## src/rtl/tmr_clksel_pkg.sv

```systemverilog
package tmr_clksel_pkg;

  typedef enum logic [2:0] {
    SRC_OFF      = 3'b000,
    SRC_DIV_A    = 3'b001,
    SRC_DIV_B    = 3'b010,
    SRC_DIV_C    = 3'b011,
    SRC_CASCADE  = 3'b100,
    SRC_EXT_RISE = 3'b101,
    SRC_EXT_FALL = 3'b110,
    SRC_EXT_BOTH = 3'b111
  } src_sel_e;

  localparam int unsigned NUM_TAPS = 3;
  localparam int unsigned TAP_FW   = 8;

endpackage

```

## src/rtl/tmr_prescale.sv

```systemverilog
module tmr_prescale #(
  parameter int unsigned PRE_W    = 13,
  parameter int unsigned NUM_TAPS = 3,
  parameter int unsigned TAP_FW   = 8,
  parameter logic [NUM_TAPS*TAP_FW-1:0] TAP_BITS = {8'd12, 8'd5, 8'd2}
) (
  input  logic                clk,
  input  logic                rst_n,
  output logic [NUM_TAPS-1:0] tap_fall
);

  logic [PRE_W-1:0]    pre_q, pre_d;
  logic [NUM_TAPS-1:0] tap_now, tap_q;

  always_comb begin
    pre_d = pre_q + PRE_W'(1);
  end

  for (genvar g = 0; g < NUM_TAPS; g++) begin : g_tap
    localparam int unsigned BITPOS = int'(TAP_BITS[g*TAP_FW +: TAP_FW]);
    assign tap_now[g]  = pre_q[BITPOS];
    assign tap_fall[g] = tap_q[g] & ~tap_now[g];
  end

  always_ff @(posedge clk or negedge rst_n) begin
    if (!rst_n) begin
      pre_q <= '0;
      tap_q <= '0;
    end else begin
      pre_q <= pre_d;
      tap_q <= tap_now;
    end
  end

endmodule

```

## src/rtl/tmr_edge_sync.sv

```systemverilog
module tmr_edge_sync #(
  parameter int unsigned STAGES = 2
) (
  input  logic clk,
  input  logic rst_n,
  input  logic async_in,
  output logic rise,
  output logic fall
);

  logic [STAGES:0] sh_q, sh_d;

  always_comb begin
    sh_d = {sh_q[STAGES-1:0], async_in};
  end

  always_ff @(posedge clk or negedge rst_n) begin
    if (!rst_n) begin
      sh_q <= '0;
    end else begin
      sh_q <= sh_d;
    end
  end

  assign rise =  sh_q[STAGES-1] & ~sh_q[STAGES];
  assign fall = ~sh_q[STAGES-1] &  sh_q[STAGES];

endmodule

```

## src/rtl/tmr_src_mux.sv

```systemverilog
module tmr_src_mux
  import tmr_clksel_pkg::*;
#(
  parameter bit          IS_ODD   = 1'b0,
  parameter int unsigned NUM_TAPS = 3
) (
  input  logic [2:0]          sel,
  input  logic [NUM_TAPS-1:0] tap_fall,
  input  logic                partner_ovf,
  input  logic                partner_cma,
  input  logic                ext_rise,
  input  logic                ext_fall,
  output logic                en
);

  logic casc_evt;
  assign casc_evt = IS_ODD ? partner_cma : partner_ovf;

  always_comb begin
    unique case (src_sel_e'(sel))
      SRC_OFF:      en = 1'b0;
      SRC_DIV_A:    en = tap_fall[0];
      SRC_DIV_B:    en = tap_fall[1];
      SRC_DIV_C:    en = tap_fall[2];
      SRC_CASCADE:  en = casc_evt;
      SRC_EXT_RISE: en = ext_rise;
      SRC_EXT_FALL: en = ext_fall;
      SRC_EXT_BOTH: en = ext_rise | ext_fall;
      default:      en = 1'b0;
    endcase
  end

endmodule

```

## src/rtl/tmr_up_counter.sv

```systemverilog
module tmr_up_counter #(
  parameter int unsigned CNT_W = 8
) (
  input  logic             clk,
  input  logic             rst_n,
  input  logic             en,
  input  logic [CNT_W-1:0] cmp,
  output logic [CNT_W-1:0] cnt,
  output logic             ovf,
  output logic             cma
);

  logic [CNT_W-1:0] cnt_q, cnt_d, cnt_inc;
  logic             ovf_q, ovf_d, cma_q, cma_d;

  always_comb begin
    cnt_inc = cnt_q + CNT_W'(1);
    cnt_d   = en ? cnt_inc : cnt_q;
    ovf_d   = en && (cnt_q == {CNT_W{1'b1}});
    cma_d   = en && (cnt_inc == cmp);
  end

  always_ff @(posedge clk or negedge rst_n) begin
    if (!rst_n) begin
      cnt_q <= '0;
      ovf_q <= 1'b0;
      cma_q <= 1'b0;
    end else begin
      cnt_q <= cnt_d;
      ovf_q <= ovf_d;
      cma_q <= cma_d;
    end
  end

  assign cnt = cnt_q;
  assign ovf = ovf_q;
  assign cma = cma_q;

endmodule

```

## src/rtl/tmr_clksel_chan.sv

```systemverilog
module tmr_clksel_chan
  import tmr_clksel_pkg::*;
#(
  parameter bit          IS_ODD      = 1'b0,
  parameter int unsigned CNT_W       = 8,
  parameter int unsigned PRE_W       = 13,
  parameter int unsigned SYNC_STAGES = 2,
  parameter logic [NUM_TAPS*TAP_FW-1:0] TAP_BITS = {8'd12, 8'd5, 8'd2}
) (
  input  logic             clk,
  input  logic             rst_n,
  input  logic [2:0]       clk_sel,
  input  logic             ext_clk,
  input  logic             partner_ovf,
  input  logic             partner_cma,
  input  logic [CNT_W-1:0] cmp_a,
  output logic             cnt_en,
  output logic [CNT_W-1:0] cnt_val,
  output logic             ovf_pulse,
  output logic             cma_pulse
);

  logic [NUM_TAPS-1:0] tap_fall;
  logic                ext_rise, ext_fall;

  tmr_prescale #(
    .PRE_W    (PRE_W),
    .NUM_TAPS (NUM_TAPS),
    .TAP_FW   (TAP_FW),
    .TAP_BITS (TAP_BITS)
  ) u_prescale (
    .clk      (clk),
    .rst_n    (rst_n),
    .tap_fall (tap_fall)
  );

  tmr_edge_sync #(
    .STAGES (SYNC_STAGES)
  ) u_edge_sync (
    .clk      (clk),
    .rst_n    (rst_n),
    .async_in (ext_clk),
    .rise     (ext_rise),
    .fall     (ext_fall)
  );

  tmr_src_mux #(
    .IS_ODD   (IS_ODD),
    .NUM_TAPS (NUM_TAPS)
  ) u_src_mux (
    .sel         (clk_sel),
    .tap_fall    (tap_fall),
    .partner_ovf (partner_ovf),
    .partner_cma (partner_cma),
    .ext_rise    (ext_rise),
    .ext_fall    (ext_fall),
    .en          (cnt_en)
  );

  tmr_up_counter #(
    .CNT_W (CNT_W)
  ) u_counter (
    .clk   (clk),
    .rst_n (rst_n),
    .en    (cnt_en),
    .cmp   (cmp_a),
    .cnt   (cnt_val),
    .ovf   (ovf_pulse),
    .cma   (cma_pulse)
  );

endmodule

```

## config.mk

```make
export PLATFORM = sky130hd
export DESIGN_NAME = tmr_clksel_chan
export DESIGN_NICKNAME = d
export VERILOG_FILES = /design/src/rtl/tmr_clksel_pkg.sv /design/src/rtl/tmr_prescale.sv /design/src/rtl/tmr_edge_sync.sv /design/src/rtl/tmr_src_mux.sv /design/src/rtl/tmr_up_counter.sv /design/src/rtl/tmr_clksel_chan.sv
export SDC_FILE = /design/constraint.sdc
export NUM_CORES = 1
export LEC_CHECK = 0
export CAP_MARGIN = 20
export CORE_ASPECT_RATIO = 0.5
export CORE_MARGIN = 10
export CORE_UTILIZATION = 55
export CTS_BUF_LIST = sky130_fd_sc_hd__clkbuf_16
export CTS_CLUSTER_SIZE = 25
export DETAILED_ROUTE_END_ITERATION = 8
export PLACE_DENSITY_LB_ADDON = 0.25
export SYNTH_ARGS = -nofsm -noshare
export SYNTH_HDL_FRONTEND = slang
export SYNTH_HIERARCHICAL = 1
export SYNTH_SLANG_ARGS = --single-unit
```

## constraint.sdc

```tcl
create_clock -name clk -period 2.7 [get_ports clk]
set_input_delay 0.54 -clock clk [delete_from_list [all_inputs] [get_ports clk]]
set_output_delay 0.54 -clock clk [all_outputs]
set_load 0.02 [all_outputs]
```

; After elaboration in Yosys (flattened, before gate mapping)
; Index checks and enable logic that the tools add are counted.
; Widths: inputs -> output; s select.
[totals]
regBits = 29
latchBits = 0
ramBits = 0
mem_bits_ro = 0
n_memories = 0
[classes]
add_sub_neg = 2
n_mul = 0
div_mod_pow = 0
n_lt_le_gt_ge = 0
n_eq_ne = 9
shifts = 0
n_mux = 1
bitwise = 11
n_reduce_logical = 3
[op_table]
columns = cell, count
row1 = $add 13x1->13 const B, 1
row2 = $eq 3x3->1 const B, 4
row3 = $add 8x1->8 const B, 1
row4 = $eq 8x8->1, 1
row5 = $eq 8x8->1 const B, 1
row6 = $pmux 1 s8, 1
row7 = $eq 3x2->1 const B, 2
row8 = $and 1x1->1, 5
row9 = $not 1->1, 5
row10 = $eq 3x1->1 const B, 1
row11 = $logic_not 3->1, 1
row12 = $logic_and 1x1->1, 2
row13 = $or 1x1->1, 1

; Logic depth before layout (Yosys ltp)
; Gate-level depths: netlist of the first run.
[depth]
depth_word = 5
depth_mapped = 8

; By module
; The synthesis of the first run kept the hierarchy.
[modules_own_cells]
columns = module, instances, cells_each, area_each_um2, seq_area_each_um2
row1 = tmr_prescale, 1, 52, 651.9, 400.4
row2 = tmr_up_counter, 1, 62, 631.9, 250.2
row3 = tmr_edge_sync, 1, 5, 90.1, 75.1
row4 = tmr_src_mux, 1, 8, 62.6, 0.0

; Worst setup path after synthesis of the first run
; Ideal clock, no wire load.
[synth_timing]
path_kind = reg2reg
startpoint = register u_prescale.pre_q[2]
endpoint = register u_counter.cnt_q[5], in the netlist u_counter/cnt[5]
setup_time_ns = 0.135
arrival_time_ns = 1.825
t_required_ns = 2.565
slack_ns = 0.741
path_stages_with_launch = 9
synth_period_minus_slack_ns = 1.959
path_cell_list = dfrtp_1 -> and2b_2 -> mux2_1 -> o211ai_2 -> nand3_1 -> clkbuf_1 -> nand2_1 -> nor2_1 -> xor2_1
[synth_between]
elab_chain_len = 3
[synth_lines]
columns = element, line_no
row1 = start: declaration, tmr_prescale.sv:12  ; logic [PRE_W-1:0] pre_q, pre_d;
row2 = start signal: assignment, tmr_prescale.sv:30  ; pre_q <= pre_d;
row3 = $not 1->1, tmr_prescale.sv:22  ; assign tap_fall[g] = tap_q[g] & ~tap_now[g];
row4 = $and 1x1->1, tmr_prescale.sv:22
row5 = named net tap_fall[0], tmr_clksel_chan.sv:23  ; logic [NUM_TAPS-1:0] tap_fall;
row6 = $pmux 1 s8, tmr_src_mux.sv:20  ; unique case (src_sel_e'(sel))
row7 = named net cnt_en, tmr_clksel_chan.sv:17  ; output logic cnt_en,
row8 = end signal: assignment, tmr_up_counter.sv:29  ; cnt_q <= cnt_d;
row9 = end: declaration, tmr_up_counter.sv:13  ; logic [CNT_W-1:0] cnt_q, cnt_d, cnt_inc;
; The timed path passes the listed nets, and every way through them passes these cells.
; A chain may end at the register's enable or synchronous reset.

; Final worst setup path of the first run
[layout_timing]
startpoint = input clk_sel[1]
endpoint = output cnt_en
[layout_between]
elab_chain_len = 2
elab_cells_between_ends = 9
[layout_lines]
columns = element, line_no
row1 = start: declaration, tmr_clksel_chan.sv:12  ; input logic [2:0] clk_sel,
row2 = $eq 3x3->1 (tied with other cells), tmr_src_mux.sv:20
row3 = $pmux 1 s8 *, tmr_src_mux.sv:20
row4 = end: declaration, tmr_clksel_chan.sv:17
; Every way passes the cells marked *; elsewhere a longest branch is shown, timed or not.

==> results of run 1 <==
power groups by stage:
stage / logic [mW] / registers (mW) / clock network [mW]
finish: 0.395 / 0.578 / 0.501
global route: 0.430 / 0.590 / 0.536
CTS: 0.401 / 0.577 / 0.512
floorplan: 0.255 / 0.584 / 0
detailed placement: 0.395 / 0.580 / 0
global placement: 0.385 / 0.580 / 0
flip-flops by register name, summed over array words and instances, names as in the netlist:
| signal | flops |
|---|---|
| u_prescale/pre_q | 13 |
| u_counter/cnt | 8 |
| u_edge_sync/sh_q | 3 |
| u_prescale/tap_q | 3 |
| u_counter/cma | 1 |
| u_counter/ovf | 1 |
routing by layer:
metal | wire length [um] | part of all wire [%] | up-vias
met3 | 200 | 6.9 | 7
li1 | - | - | 507
met1 | 1190 | 41 | 504
met4 | 40 | 1.4 | 0
met5 | 0 | 0 | -
met2 | 1450 | 50 | 28
synthesized netlist by cell type (2+ instances only):
library cell / instances / area share (%)
inv_1: 5 / 1.3
nand3_2: 2 / 1.4
and2b_2: 2 / 1.2
nor4_2: 2 / 1.7
nand2_1: 8 / 2.1
nor2b_1: 3 / 1.3
dfrtp_1: 29 / 51
xor2_1: 12 / 7.3
nand4_1: 3 / 1.3
nor2_1: 8 / 2.1
buf_4: 2 / 1.0
xnor2_1: 15 / 9.1
nand3_1: 7 / 2.4
ha_1: 2 / 1.7
nor3_1: 6 / 2.1
path summary, 6_finish.rpt:
path | from | cells past startpoint | end | slack, ns
setup reg to reg | u_prescale/pre_q[2] | 8 | u_counter/cnt[5] | 0.80
hold / removal | u_edge_sync/sh_q[0] | 0 | u_edge_sync/sh_q[1] | 0.37
hold reg to reg | u_edge_sync/sh_q[0] | 0 | u_edge_sync/sh_q[1] | 0.37
setup / recovery | clk_sel[1] | 5 | cnt_en | 0.18
max in group asynchronous | rst_n | 2 | u_counter/cnt[4] | 1.79
min in group asynchronous | rst_n | 2 | u_edge_sync/sh_q[0] | 0.65
cells in the final DEF (no fill, tap or decap), types with 2 or more instances in the layout:
cell type        synthesis  routed
and2b_2                  2       2
buf_4                    2       3
clkbuf_16                0       5
clkdlybuf4s50_1          0      24
clkinv_1                 0       2
dfrtp_1                 29      29
ha_1                     2       2
inv_1                    5       5
nand2_1                  8       8
nand3_1                  7       7
nand3_2                  2       2
nand4_1                  3       3
nor2_1                   8       8
nor2b_1                  3       3
nor3_1                   6       6
nor4_2                   2       2
xnor2_1                 15      15
xor2_1                  12      12
cells by family after synthesis:
group | after synthesis | share of synthesized area (%)
AO/OA/AOI/OAI | 9 | 5.31
adder cells (fa/ha/maj) | 2 | 1.74
multiplexers | 2 | 1.57
XOR/XNOR | 27 | 16.5
AND/OR/NAND/NOR | 49 | 21.0
buffers and inverters | 9 | 3.40
flip-flops | 29 | 50.5
what timing repair did:
item	CTS	global route
hold buffers	0	0
endpoints found under the setup margin	1	0
buffers inserted	0	0
gates resized for setup	1	0
area by class of cell:
cell class                 instances  share of cell area [%]
sequential                        29                    39.0
multi-input combinational         89                    35.6
clock inverter                     3                   0.673
inverter                           5                    1.01
tap                               35                    2.36
clock buffer                       5                    6.73
timing repair buffer              28                    14.6
worst reg2reg max path: cells and delay by family, from the launching register on:
family / cells / cell delay, ns
compound gates: 1 / 0.14
xor+xnor: 1 / 0.13
buf+inv: 1 / 0.18
flops: 1 / 0.47
mux: 1 / 0.29
simple gates: 4 / 0.57
through the flow:
stage / setup WS [ns] / area, um^2 / util (%)
2_1_floorplan: 0.741 / 1440 / -
3_3_place_gp: -0.00862 / 1720 / 73.6
3_5_place_dp: -0.0302 / 1720 / 73.6
4_1_cts: 0.188 / 1860 / 79.4
5_1_grt: 0.139 / 1860 / 79.4
6_report: 0.180 / 1860 / 79.4
==> out/metrics.yaml, run 1 <==
run_status: "finished, final reports clean"
tightest_slew_ns: 0.352
intPower_mw: 1.02
fin_tns_setup_ns: 0
async_flop_share_pct: 100
multi_input_area_um2: 662
peakVddDrop_mv: 0.518
crit_path_top_delay_cell: "clkdlybuf4s50_1"
p_switching_mw: 0.458
synthesis.area_um2: 1440
cts_sinks: 29
grt_usage_pct: 11.9
io_pins: 27
start_util_pct: 61.3
worstSetupEndpointType: "output port"
drt_iter0_drc: 33
synth_ff_type: "dfrtp_1"
wire_per_inst_um: 14.9
fp.dieW_um: 92.3
fin_crit_ns: 2.52
n_antenna_cell: 0
min_period_over_period_pct: 93.3
cp_slowest_stage_delay_ns: 0.51
power_frac_seq_pct: 39.2
grt_pass1_vias: 1070
use_met1_pct: 12.7
register_area_um2: 726
cts_root_buf: "clkbuf_16"
fp.dieH_um: 56.1
grt_use_met2_pct: 19.6
dp.cells: 186
drv_cap: 0
antenna_found_initial: 0
syn_to_final_growth_pct: 29.4
vias: 1046
critPathMaxFanout: 3
maxSlewHeadroom_pct: 76.5
globalRoute.busiestLayer: "met2"
fillCellCount: 149
die_area_um2: 5180
ys_ff_latch: 29
drv_slew: 0
crit_type: "in -> out"
grt_start_max_net_pins: 30
synthDistinctLibCells: 36
synth-edff-count: 0
grt-ovfl-total: 0
p_comb_share_pct: 26.8
arrival_ns: 1.98
yosysSeqAreaShare_pct: 50.5
wirelength_um: 2880
io_buffers: 25
power.density_nw_per_um2: 793
cts_tree: "built"
finalHoldViolCount: 0
globalplace.congestion: 0.833
rsz0062_at_grt: "no"
dr.pass1.iters: 4
finClkSkew_ns: 0.00277
drc: 0
vias_per_cell: 5.39
fin_cells: 194
htreeDepth: 2
path_buf_inv: 2
core_um2: 2340
power_mw: 1.47
path_cells: "clkdlybuf4s50_1, mux2_1, o211ai_2, nand3_1, dlygate4sd2_1"
cpLargestDelayFamily: "buffers and inverters"
dp_hpwl_um: 1980
syn_inst: 127
cts.path.max_buffers: 2
clkPwrFrac_pct: 34.0
drive_gt1_share_pct: 13.2
max_freq_mhz: 397
path_clk_slew_ns: 0.05
synthesis.nets: 145
holdWs_ns: 0.375
grt_first_pass_wirelength_um: 5020
ys_warn_count: 6
setup_viol: 0
clkLatencyLatePin_ns: 0.27
total_leakage_power_nw: 0.828
sw_frac_of_total_pct: 31.1
rows: 12
met3_usage_pct: 5.64
hold_class: "reg -> reg"
start_kind: "primary input"
syn_avg_cell_area_um2: 11.3
layout.nets: 176
worstPathRequired_ns: 2.16
numCtsBuffers: 5
antenna_left: 0
Note: power is estimated with default switching activity, not from simulation.
==> inputs of run 2 (changes only) <==
Settings changed: SLEW_MARGIN set to 25.
==> results of run 2 <==
Final layout, timing and power as in run 1 (identical DEF).
